File: src/rtl/hs_pkg.sv
package hs_pkg;
    localparam int NCH = 5;

    typedef enum logic [2:0] {
        CH_AW = 3'd0,
        CH_W  = 3'd1,
        CH_B  = 3'd2,
        CH_AR = 3'd3,
        CH_R  = 3'd4
    } chan_e;

    typedef enum logic [1:0] {
        ACT_NONE    = 2'd0,
        ACT_SLAVE   = 2'd1,
        ACT_DRAINED = 2'd2,
        ACT_BOTH    = 2'd3
    } act_e;

    typedef enum logic [1:0] {
        ST_IDLE  = 2'd0,
        ST_DEFER = 2'd1,
        ST_HOLD  = 2'd2
    } state_e;
endpackage

File: src/rtl/hs_stall_timer.sv
module hs_stall_timer #(
    parameter int TW = 16
) (
    input  logic          clk,
    input  logic          rst_n,
    input  logic          clr,
    input  logic          valid,
    input  logic          ready,
    input  logic [TW-1:0] limit,
    output logic          fire,
    output logic          proto_err
);
    typedef struct packed {
        logic [TW-1:0] cnt;
        logic          pend;
        logic          err;
    } tmr_s;

    tmr_s s_d, s_q;

    always_comb begin
        s_d = s_q;
        if (clr) begin
            s_d = '0;
        end else begin
            s_d.pend = valid && !ready;
            s_d.err  = s_q.pend && !valid;
            if (valid && !ready) begin
                if (s_q.cnt < limit) s_d.cnt = s_q.cnt + 1'b1;
            end else begin
                s_d.cnt = '0;
            end
        end
    end

    always_ff @(posedge clk) begin
        if (!rst_n) s_q <= '0;
        else        s_q <= s_d;
    end

    assign fire      = (s_q.cnt >= limit) && (s_q.cnt != '0);
    assign proto_err = s_q.err;

    // a stall can only be reported after an unanswered VALID
    p_fire_follows_wait_r3: assert property (@(posedge clk) disable iff (!rst_n)
        fire |-> $past(valid && !ready));
endmodule

File: src/rtl/hs_txn_tracker.sv
module hs_txn_tracker #(
    parameter int CW = 8
) (
    input  logic          clk,
    input  logic          rst_n,
    input  logic          clr,
    input  logic          aw_hs,
    input  logic          b_hs,
    input  logic          ar_hs,
    input  logic          r_last_hs,
    output logic [CW-1:0] wr_out,
    output logic [CW-1:0] rd_out
);
    localparam logic [CW-1:0] CMAX = {CW{1'b1}};

    typedef struct packed {
        logic [CW-1:0] wr;
        logic [CW-1:0] rd;
    } trk_s;

    trk_s s_d, s_q;

    always_comb begin
        s_d = s_q;
        if (clr) begin
            s_d = '0;
        end else begin
            case ({aw_hs, b_hs})
                2'b10:   if (s_q.wr != CMAX) s_d.wr = s_q.wr + 1'b1;
                2'b01:   if (s_q.wr != '0)   s_d.wr = s_q.wr - 1'b1;
                default: s_d.wr = s_q.wr;
            endcase
            case ({ar_hs, r_last_hs})
                2'b10:   if (s_q.rd != CMAX) s_d.rd = s_q.rd + 1'b1;
                2'b01:   if (s_q.rd != '0)   s_d.rd = s_q.rd - 1'b1;
                default: s_d.rd = s_q.rd;
            endcase
        end
    end

    always_ff @(posedge clk) begin
        if (!rst_n) s_q <= '0;
        else        s_q <= s_d;
    end

    assign wr_out = s_q.wr;
    assign rd_out = s_q.rd;

    // the read count moves only on a read address or a final read beat
    p_rd_holds_without_last_r8: assert property (@(posedge clk) disable iff (!rst_n)
        (!ar_hs && !r_last_hs && !clr) |=> $stable(rd_out));
endmodule

File: src/rtl/hs_recovery_fsm.sv
module hs_recovery_fsm
    import hs_pkg::*;
#(
    parameter int TW          = 16,
    parameter int HOLD_CYCLES = 4
) (
    input  logic           clk,
    input  logic           rst_n,
    input  logic [NCH-1:0] fire,
    input  logic           wr_busy,
    input  logic           rd_busy,
    input  logic [TW-1:0]  drain_limit,
    output logic           slave_req,
    output logic           master_req,
    output logic           clr_all,
    output logic           status_valid,
    output logic [2:0]     status_chan,
    output logic [1:0]     status_action
);
    localparam int HW = $clog2(HOLD_CYCLES + 1);
    localparam logic [HW-1:0] HOLD_LAST = HW'(HOLD_CYCLES - 1);

    typedef struct packed {
        state_e        st;
        act_e          act;
        chan_e         ch;
        logic [HW-1:0] hold;
        logic [TW-1:0] drain;
        logic          sv;
        chan_e         sch;
        act_e          sact;
    } fsm_s;

    fsm_s  s_d, s_q;
    chan_e pick;
    logic  have;
    logic  quiet;

    always_comb begin
        pick = CH_AW;
        have = 1'b0;
        for (int i = NCH - 1; i >= 0; i--) begin
            if (fire[i]) begin
                pick = chan_e'(3'(i));
                have = 1'b1;
            end
        end
    end

    assign quiet = !wr_busy && !rd_busy;

    always_comb begin
        s_d = s_q;
        case (s_q.st)
            ST_IDLE: begin
                if (have) begin
                    s_d.ch = pick;
                    if (pick == CH_AW || pick == CH_AR) begin
                        if (quiet) begin
                            s_d.st   = ST_HOLD;
                            s_d.act  = ACT_SLAVE;
                            s_d.sv   = 1'b1;
                            s_d.sch  = pick;
                            s_d.sact = ACT_SLAVE;
                        end else begin
                            s_d.st    = ST_DEFER;
                            s_d.drain = '0;
                        end
                    end else begin
                        s_d.st   = ST_HOLD;
                        s_d.act  = ACT_BOTH;
                        s_d.sv   = 1'b1;
                        s_d.sch  = pick;
                        s_d.sact = ACT_BOTH;
                    end
                end
            end
            ST_DEFER: begin
                if (quiet) begin
                    s_d.st   = ST_HOLD;
                    s_d.act  = ACT_DRAINED;
                    s_d.sv   = 1'b1;
                    s_d.sch  = s_q.ch;
                    s_d.sact = ACT_DRAINED;
                end else if (s_q.drain >= drain_limit) begin
                    s_d.st   = ST_HOLD;
                    s_d.act  = ACT_BOTH;
                    s_d.sv   = 1'b1;
                    s_d.sch  = s_q.ch;
                    s_d.sact = ACT_BOTH;
                end else begin
                    s_d.drain = s_q.drain + 1'b1;
                end
            end
            ST_HOLD: begin
                if (s_q.hold == HOLD_LAST) begin
                    s_d.st    = ST_IDLE;
                    s_d.act   = ACT_NONE;
                    s_d.hold  = '0;
                    s_d.drain = '0;
                end else begin
                    s_d.hold = s_q.hold + 1'b1;
                end
            end
            default: s_d.st = ST_IDLE;
        endcase
    end

    always_ff @(posedge clk) begin
        if (!rst_n) begin
            s_q      <= '0;
            s_q.st   <= ST_IDLE;
            s_q.act  <= ACT_NONE;
            s_q.ch   <= CH_AW;
            s_q.sch  <= CH_AW;
            s_q.sact <= ACT_NONE;
        end else begin
            s_q <= s_d;
        end
    end

    assign slave_req     = (s_q.st == ST_HOLD);
    assign master_req    = (s_q.st == ST_HOLD) && (s_q.act == ACT_BOTH);
    assign clr_all       = (s_q.st == ST_HOLD);
    assign status_valid  = s_q.sv;
    assign status_chan   = s_q.sch;
    assign status_action = s_q.sact;

    // isolated address stall resets the subordinate only
    p_isolated_slave_r4: assert property (@(posedge clk) disable iff (!rst_n)
        (s_q.st == ST_IDLE && fire[0] && quiet) |=> (slave_req && !master_req));

    // no request while waiting for outstanding traffic inside the window
    p_defer_quiet_r5: assert property (@(posedge clk) disable iff (!rst_n)
        (s_q.st == ST_DEFER && !quiet && s_q.drain < drain_limit) |=> !slave_req);

    // a write data stall resets both sides
    p_w_stall_both_r7: assert property (@(posedge clk) disable iff (!rst_n)
        (s_q.st == ST_IDLE && fire[1:0] == 2'b10) |=> master_req);

    // the recorded status never clears outside reset
    p_status_sticky_r10: assert property (@(posedge clk) disable iff (!rst_n)
        status_valid |=> status_valid);
endmodule

File: src/rtl/axi_hang_supervisor.sv
module axi_hang_supervisor
    import hs_pkg::*;
#(
    parameter int TIMER_W     = 16,
    parameter int CNT_W       = 8,
    parameter int HOLD_CYCLES = 4
) (
    input  logic               clk,
    input  logic               rst_n,
    input  logic               aw_valid,
    input  logic               aw_ready,
    input  logic               w_valid,
    input  logic               w_ready,
    input  logic               b_valid,
    input  logic               b_ready,
    input  logic               ar_valid,
    input  logic               ar_ready,
    input  logic               r_valid,
    input  logic               r_ready,
    input  logic               r_last,
    input  logic [TIMER_W-1:0] stall_limit,
    input  logic [TIMER_W-1:0] drain_limit,
    output logic               slave_rst_req,
    output logic               master_rst_req,
    output logic [4:0]         proto_err,
    output logic               status_valid,
    output logic [2:0]         status_chan,
    output logic [1:0]         status_action
);
    logic [NCH-1:0] vld, rdy, fire, perr;
    logic [CNT_W-1:0] wr_out, rd_out;
    logic clr_all;

    assign vld = {r_valid, ar_valid, b_valid, w_valid, aw_valid};
    assign rdy = {r_ready, ar_ready, b_ready, w_ready, aw_ready};

    for (genvar c = 0; c < NCH; c++) begin : g_chan
        hs_stall_timer #(.TW(TIMER_W)) u_tmr (
            .clk       (clk),
            .rst_n     (rst_n),
            .clr       (clr_all),
            .valid     (vld[c]),
            .ready     (rdy[c]),
            .limit     (stall_limit),
            .fire      (fire[c]),
            .proto_err (perr[c])
        );
    end

    hs_txn_tracker #(.CW(CNT_W)) u_trk (
        .clk       (clk),
        .rst_n     (rst_n),
        .clr       (clr_all),
        .aw_hs     (aw_valid && aw_ready),
        .b_hs      (b_valid && b_ready),
        .ar_hs     (ar_valid && ar_ready),
        .r_last_hs (r_valid && r_ready && r_last),
        .wr_out    (wr_out),
        .rd_out    (rd_out)
    );

    hs_recovery_fsm #(.TW(TIMER_W), .HOLD_CYCLES(HOLD_CYCLES)) u_fsm (
        .clk           (clk),
        .rst_n         (rst_n),
        .fire          (fire),
        .wr_busy       (wr_out != '0),
        .rd_busy       (rd_out != '0),
        .drain_limit   (drain_limit),
        .slave_req     (slave_rst_req),
        .master_req    (master_rst_req),
        .clr_all       (clr_all),
        .status_valid  (status_valid),
        .status_chan   (status_chan),
        .status_action (status_action)
    );

    assign proto_err = perr;
endmodule

File: config.mk
export PLATFORM = sky130hd
export DESIGN_NAME = axi_hang_supervisor
export DESIGN_NICKNAME = d
export VERILOG_FILES = /design/src/rtl/hs_pkg.sv /design/src/rtl/hs_stall_timer.sv /design/src/rtl/hs_txn_tracker.sv /design/src/rtl/hs_recovery_fsm.sv /design/src/rtl/axi_hang_supervisor.sv
export SDC_FILE = /design/constraint.sdc
export NUM_CORES = 1
export LEC_CHECK = 0
export BUFFER_PORTS_ARGS = -buffer_cell sky130_fd_sc_hd__clkbuf_2
export CAP_MARGIN = 5
export CELL_PAD_IN_SITES_DETAIL_PLACEMENT = 0
export CELL_PAD_IN_SITES_GLOBAL_PLACEMENT = 1
export CORE_MARGIN = 2
export CORE_UTILIZATION = 47
export CTS_CLUSTER_SIZE = 12
export DETAILED_ROUTE_END_ITERATION = 6
export PLACE_DENSITY_LB_ADDON = 0.15
export RECOVER_POWER = 100
export SLEW_MARGIN = 20
export SYNTH_ARGS = -nofsm -noshare
export SYNTH_HDL_FRONTEND = slang
export SYNTH_SLANG_ARGS = --single-unit
File: constraint.sdc
create_clock -name clk -period 5.19 [get_ports clk]
set_input_delay 1.2975 -clock clk [delete_from_list [all_inputs] [get_ports clk]]
set_output_delay 1.2975 -clock clk [all_outputs]
set_load 0.05 [all_outputs]
== Yosys cells after proc, flatten, opt, wreduce, memory -nomap -nowiden ==
Index checks and enable logic that the tools add are counted.

* Flip-flop bits (word level): 138
* Input port bits: 45
* Output and inout bits: 13

* Add/subtract/negate cells: 11
* Magnitude comparators: 11
* Equal/unequal tests: 23
* Multiplexer cells: 38
* Bitwise gates (word level): 6
* Reduce and logical (&&, ||, !) cells: 61

{| class="wikitable"
|+ Operators with widths
! cell !! count
|-
| 16-bit by 1-bit adder with 16-bit output, second input constant || 6
|-
| 16-bit greater-or-equal comparator || 6
|-
| 16-bit < comparator || 5
|-
| 16-bit 2-to-1 mux || 5
|-
| 16-bit nonzero test || 5
|-
| 16-bit one-hot mux with 3 select lines || 1
|-
| 8-bit 2-to-1 mux || 4
|-
| 8-bit one-hot mux with 2 select lines || 2
|-
| 6-bit 2-to-1 mux || 4
|-
| 1-bit logical AND || 22
|-
| 22-bit 2-to-1 mux || 1
|-
| 3-bit 2-to-1 mux || 6
|-
| 8-bit by 1-bit adder with 8-bit output, second input constant || 2
|-
| 4-bit 2-to-1 mux || 4
|-
| 8-bit != test, second input constant || 2
|-
| 8-bit nonzero test || 2
|-
| 8-bit by 1-bit subtractor with 8-bit output, second input constant || 2
|-
| 3-bit OR reduction || 5
|-
| 2-bit by 1-bit != test with 1-bit output, second input constant || 7
|-
| 1-bit logical NOT || 12
|-
| 2-bit one-hot mux with 3 select lines || 2
|-
| 6-bit one-hot mux with 2 select lines || 1
|-
| 3-bit AND reduction || 3
|-
| 2-bit == test, second input constant || 4
|-
| other kinds (20) || 37
|}

== Logic depth before layout (Yosys ltp) ==
* Depth after elaboration: 12
* Gate-level depth with buffers: 13
* Mapped depth without buffers: 13

== Cells and area by module ==
Synthesis repeated with hierarchy kept, for this count alone.

* Cells, all modules: 1249
* Area total of the unflattened synthesis: 9994.6 um2

{| class="wikitable"
|+ By module, submodules not included
! module !! times used !! cells an instance !! area each (um2) !! seq. area each (um2)
|-
| hs_stall_timer (g_chan[0].u_tmr ...) || 4 || 162 || 1295.0 || 360.3
|-
| hs_recovery_fsm || 1 || 279 || 2244.7 || 640.6
|-
| hs_stall_timer (g_chan[1].u_tmr) || 1 || 159 || 1306.3 || 360.3
|-
| hs_txn_tracker || 1 || 153 || 1206.2 || 320.3
|-
| axi_hang_supervisor || 1 || 10 || 57.6 || 0.0
|}

== Worst setup path after synthesis ==
No wires, ideal clock.

* Path type: input to register
* Start: in stall_limit[14]
* End: reg u_fsm.s_q, in the netlist u_fsm.status_action[1]
* Data arrival time: 4008 ps
* Data required time: 5071 ps
* Setup slack: 1063 ps
* Stages: 12
* Path buffers: 1
* Path through: inv_1 ha_1 a41o_1 a21oi_2 o21ai_2 a211oi_4 a32oi_4 or4b_1 buf_2 o32a_4 o211a_2 o221a_1

* Word-level cells in the longest chain between the ends: 12
* Elaborated cells between the ends (all ways): 29
* Classes of those cells: order compare (5); eq/ne (3); mux (13); reduce/logical (8)

{| class="wikitable"
|+ RTL lines
! what !! line !! source
|-
| from (decl) || axi_hang_supervisor.sv:21 || <nowiki>input logic [TIMER_W-1:0] stall_limit,</nowiki>
|-
| 16-bit greater-or-equal comparator || hs_stall_timer.sv:41 || <nowiki>assign fire = (s_q.cnt >= limit) && (s_q.cnt != '0);</nowiki>
|-
| 1-bit logical AND || hs_stall_timer.sv:41 ||
|-
| 3-bit 2-to-1 mux (5 in series) || hs_recovery_fsm.sv:43 || <nowiki>if (fire[i]) begin</nowiki>
|-
| 3-bit by 2-bit == test with 1-bit output / 3-bit logical NOT (equally long branches) || hs_recovery_fsm.sv:58 || <nowiki>if (pick == CH_AW || pick == CH_AR) begin</nowiki>
|-
| 1-bit logical OR || hs_recovery_fsm.sv:58 ||
|-
| 6-bit 2-to-1 mux || hs_recovery_fsm.sv:58 ||
|-
| 22-bit 2-to-1 mux || hs_recovery_fsm.sv:56 || <nowiki>if (have) begin</nowiki>
|-
| 6-bit one-hot mux with 2 select lines || hs_recovery_fsm.sv:54 || <nowiki>case (s_q.st)</nowiki>
|-
| to (decl) || hs_recovery_fsm.sv:34 || <nowiki>fsm_s s_d, s_q;</nowiki>
|}

Parallel ways exist; a longest one is shown, timed or not. The select of a mux whose other input is x is not followed.
A chain may end at the register's enable or synchronous reset.

== Worst setup path in the final report ==
* Start: in stall_limit[11]
* End: reg u_fsm.s_q[9] (netlist bit)

* Word-level cells in the longest chain between the ends: 11
* Elaborated cells between the ends (all ways): 26
* Classes of those cells: order compare (5); eq/ne (3); mux (10); reduce/logical (8)

{| class="wikitable"
|+ RTL lines
! what !! line
|-
| 16-bit greater-or-equal comparator || hs_stall_timer.sv:41
|-
| 1-bit logical AND || hs_stall_timer.sv:41
|-
| 3-bit 2-to-1 mux (5 in series) || hs_recovery_fsm.sv:43
|-
| 3-bit by 2-bit == test with 1-bit output / 3-bit logical NOT (equally long branches) || hs_recovery_fsm.sv:58
|-
| 1-bit logical OR || hs_recovery_fsm.sv:58
|-
| 2-bit by 1-bit != test with 1-bit output (no line) || --
|-
| 7-bit AND reduction (no line) (*) || --
|}

Mark *: on every way between the ends. The rest lies on a longest branch, timed or not.

==> reports/qor.csv <==
stage,metric,value,unit
synth,Yosys warnings,0,
floorplan,floorplan die height,145,um
critical_path,endpoint class of the critical path,flip-flop,
power_and_ir_drop,power per cell area,261,nW/um^2
finish,number of fill cells,1867,
critical_path,cell type of the slowest stage on the worst timing path,sky130_fd_sc_hd__or4b_1,
synth,cell area after synthesis,9320,sq um
critical_path,worst setup path startpoint,stall_limit[11],
grt,number of antenna violations at the first check in global routing,0,
cts,number of H-tree branching levels,4,
placed_design,buffers added on ports,57,
floorplan,number of top-level design ports,58,
cts,"Clk Latency, worst-skew pair",0.42,ns
finish,final antenna diode count,0,
synth,number of enable-type register cells in the synthesized netlist,0,
critical_path,CP Class,in -> reg,
cts,clock input transition at the sequential cells of the worst setup and hold paths,0.06,ns
critical_path,cell family with the largest share of critical-path delay,compound AO/OA/AOI/OAI gates,
synth,Syn Nets,1314,
power_and_ir_drop,Final Power,2.71,mW
critical_path,end of the worst register-to-register path,u_fsm.s_q[9],
synth,number of cells produced by synthesis,1139,
grt,largest net degree at the start of global routing,31,
synth,flip-flop and latch count after synthesis,138,
synth,share of synthesized area occupied by flip-flops and latches,29.7,%
synth,share of flip-flops with an asynchronous set or reset,0,%
cts,Sink Count,138,
critical_path,Crit path buffers/inverters,3,
floorplan,floorplan row count,51,
synth,top cell type by total area after synthesis,sky130_fd_sc_hd__dfxtp_1,
synth,"top cells by area, synth","sky130_fd_sc_hd__dfxtp_1 (30%), sky130_fd_sc_hd__ha_1 (17%), sky130_fd_sc_hd__nor2_1 (5.4%)",
critical_path,critical path startpoint category,primary input,
timing,worst setup skew after layout,0.0102,ns
hold_path,count of cells along the worst hold path,2,
drt,detailed-routing iteration count for the pre-antenna-repair pass,4,
finish,layout net count,1364,
timing,post-layout minimum cycle time,4.36,ns
cts,cells resized by post-CTS repair,0,
critical_path,worst reg2reg startpoint,g_chan[3].u_tmr.s_q[13],
drt,DRC viols,0,
synth,Mean Syn Cell Area,8.18,sq um
grt,grt ovf,0,
critical_path,largest stage delay on the critical path,0.67,ns
drt,Post-DRT Antenna Nets,0,
synth,most used flip-flop cell after synthesis,sky130_fd_sc_hd__dfxtp_1,
cts,setup fix buffers added after clock tree synthesis,0,
finish,fraction of final layout cells sized beyond drive strength 1,8.58,%
grt,wire length of the first global-routing pass,36.9,mm
power_and_ir_drop,Leakage,4.28,nW
floorplan,area of the die,21000,sq um
cts,Clk Tree Root Cell,sky130_fd_sc_hd__clkbuf_16,
status,result of the run,completed,
timing,# setup viols final,0,
synth,top-count cell post-synth,sky130_fd_sc_hd__dfxtp_1,
synth,Commonest cells post-synth,"sky130_fd_sc_hd__dfxtp_1 (138), sky130_fd_sc_hd__nor2_1 (133), sky130_fd_sc_hd__ha_1 (128), sky130_fd_sc_hd__inv_1 (91), sky130_fd_sc_hd__nand2_1 (90)",
critical_path,"Critical Path, Cell by Cell",clkbuf_2 -> inv_1 -> ha_1 -> a21oi_1 -> o21ai_0 -> a211oi_1 -> nand3_1 -> o21ai_0 -> or4b_1 -> o221a_2 -> o21ai_0 -> buf_4 -> o31ai_1,
timing,final hold vios,0,
finish,Area growth syn-to-layout,11.5,%
timing,setup_tns,0,ns
critical_path,CP max FO,13,
floorplan,total core area,19500,sq um
cts,CTS Buf Count,17,
critical_path,data required time at the worst endpoint,5.45,ns
hold_path,class of the tightest hold or removal check,reg -> reg,
critical_path,Register-to-Register Path Depth,11,
synth,count of different cell masters after synthesis,69,
timing,Worst-Margin Slew,1.39,ns
placed_design,DP Area,9840,sq um
cts,maximum root-to-sink buffer count,2,
drt,post-detailed-route via-to-cell ratio,5.45,
drt,mean routed wirelength per cell,15.3,um
grt,via count of the first global-routing pass,7601,
job,max-cap violations,0,
timing,Fmax achieved,230,MHz
timing,final period utilization,83.9,%
finish,area of all placed cells without fillers,10400,sq um
critical_path,"setup slack, reg-to-reg",1.54,ns
timing,number of pins exceeding their max-slew limit in the final report,0,
timing,unrepaired setup endpoints after global routing,no,
floorplan,width of the die,145,um
cts,TritonCTS clock tree,built,
synth,share of the synthesized area in the top cell type,29.7,%
placed_design,hpwl dp,16.4,mm
hold_path,worst min-delay path startpoint,u_fsm.s_q[24],
drt,vias after detailed routing,7996,
drt,initial detailed-routing violation count,402,
placed_design,weighted congestion reported at the end of routability-driven placement,0.846,
drt,"wirelength, routed",22.4,mm
floorplan,Starting Density,47.9,%
critical_path,most frequent CP cell,sky130_fd_sc_hd__o21ai_0,
power_and_ir_drop,Max rail drop VDD,0.000194,V
cts,Hold Buf Count CTS,0,
timing,max_slew headroom,7.41,%
grt,Total GRT Usage,22.1,%
critical_path,arrival time reported for the critical path endpoint,4.62,ns
hold_path,endpoint of the worst hold path,u_fsm.s_q[24],
[stage by stage]
step / hold WS [ns] / utilization [%] / std cells / setup slack, ns
finish: 0.449 / 53.4 / 1466 / 0.833
global route: 0.462 / 53.4 / 1466 / 0.598
CTS: 0.445 / 53.6 / 1466 / 0.973
detailed placement: 0.435 / 50.6 / 1435 / 0.526
global placement: 0.420 / 50.6 / 1435 / 0.566
floorplan: 0.409 / - / 1139 / 1.06
[where the power goes]
part           internal [mW]  switching, mW
sequential              1.08         0.0191
combinational          0.127          0.248
clock                  0.758          0.474
total                   1.97          0.741
[cells by family after synthesis]
logic type / after synthesis / share of synthesized area (%)
simple gates: 427 / 22.5
compound gates: 229 / 16.4
flops: 138 / 29.7
xor+xnor: 73 / 6.86
mux: 11 / 1.21
fa+ha+maj: 130 / 17.6
buf+inv: 131 / 5.79
[registers in the layout, summed over array words and instances, names as in the netlist]
register,flops
g_chan.u_tmr.proto_err,5
g_chan.u_tmr.s_q,85
u_fsm.s_q,26
u_fsm.status_action,2
u_fsm.status_chan,3
u_fsm.status_valid,1
u_trk.rd_out,8
u_trk.wr_out,8
[cell type report]
class,count,area [sq um],area share (%)
multi-input cells,870,5990,57.7
flip-flops and latches,138,2760,26.6
clock buffers,22,484,4.66
repair buffers,71,362,3.48
inverters,91,342,3.29
well taps,265,332,3.19
clock inverters,9,113,1.08
[worst register-to-register path, cell delays in order, from the launching register on]
cell and delay, ns:
sky130_fd_sc_hd__dfxtp_1 0.46, sky130_fd_sc_hd__ha_1 0.31, sky130_fd_sc_hd__a21oi_1 0.14, sky130_fd_sc_hd__o21ai_0 0.11, sky130_fd_sc_hd__a211oi_1 0.33, sky130_fd_sc_hd__nand3_1 0.24
sky130_fd_sc_hd__o21ai_0 0.42, sky130_fd_sc_hd__or4b_1 0.67, sky130_fd_sc_hd__o221a_2 0.34, sky130_fd_sc_hd__o21ai_0 0.15, sky130_fd_sc_hd__buf_4 0.23, sky130_fd_sc_hd__o31ai_1 0.10
[worst max-delay path by stage]
stage,end,slack [ns],cells after the start
CTS,u_fsm.status_action[1],0.97,12
global placement,u_fsm.status_chan[1],0.57,12
global route,u_fsm.s_q[9],0.60,13
detailed placement,u_fsm.status_chan[0],0.53,12
floorplan,u_fsm.status_action[1],1.06,12
finish,u_fsm.s_q[9],0.83,13
[cell usage in the layout (no fill, tap or decap), types with 10 or more instances in the layout]
cell | Yosys | routed
sky130_fd_sc_hd__clkbuf_1 | 25 | 18
sky130_fd_sc_hd__or3_1 | 31 | 31
sky130_fd_sc_hd__nor4_1 | 22 | 22
sky130_fd_sc_hd__nor3_1 | 19 | 19
sky130_fd_sc_hd__nand3_1 | 31 | 31
sky130_fd_sc_hd__nand2_1 | 90 | 90
sky130_fd_sc_hd__buf_4 | 12 | 11
sky130_fd_sc_hd__xor2_1 | 27 | 27
sky130_fd_sc_hd__o21ai_0 | 52 | 52
sky130_fd_sc_hd__ha_1 | 128 | 128
sky130_fd_sc_hd__clkbuf_2 | 0 | 43
sky130_fd_sc_hd__nor2b_1 | 13 | 12
sky130_fd_sc_hd__and3_1 | 13 | 13
sky130_fd_sc_hd__o22ai_1 | 11 | 11
sky130_fd_sc_hd__xnor2_1 | 46 | 46
sky130_fd_sc_hd__clkbuf_16 | 0 | 17
sky130_fd_sc_hd__inv_1 | 91 | 91
sky130_fd_sc_hd__nor2_1 | 133 | 133
sky130_fd_sc_hd__dfxtp_1 | 138 | 138
sky130_fd_sc_hd__a21oi_1 | 74 | 74
sky130_fd_sc_hd__nand4_1 | 37 | 37
sky130_fd_sc_hd__a211oi_1 | 10 | 10
[routing by layer]
metal,routed length [um],track usage (%),part of all wire [%],vias to the layer above
li1,-,-,-,4160
met1,10800,29.1,48,3666
met2,10300,36.5,46,134
met4,525,7.41,2.3,0
met3,746,4.11,3.3,36
met5,0,0,0,-
Note: power is estimated with default switching activity, not from simulation.
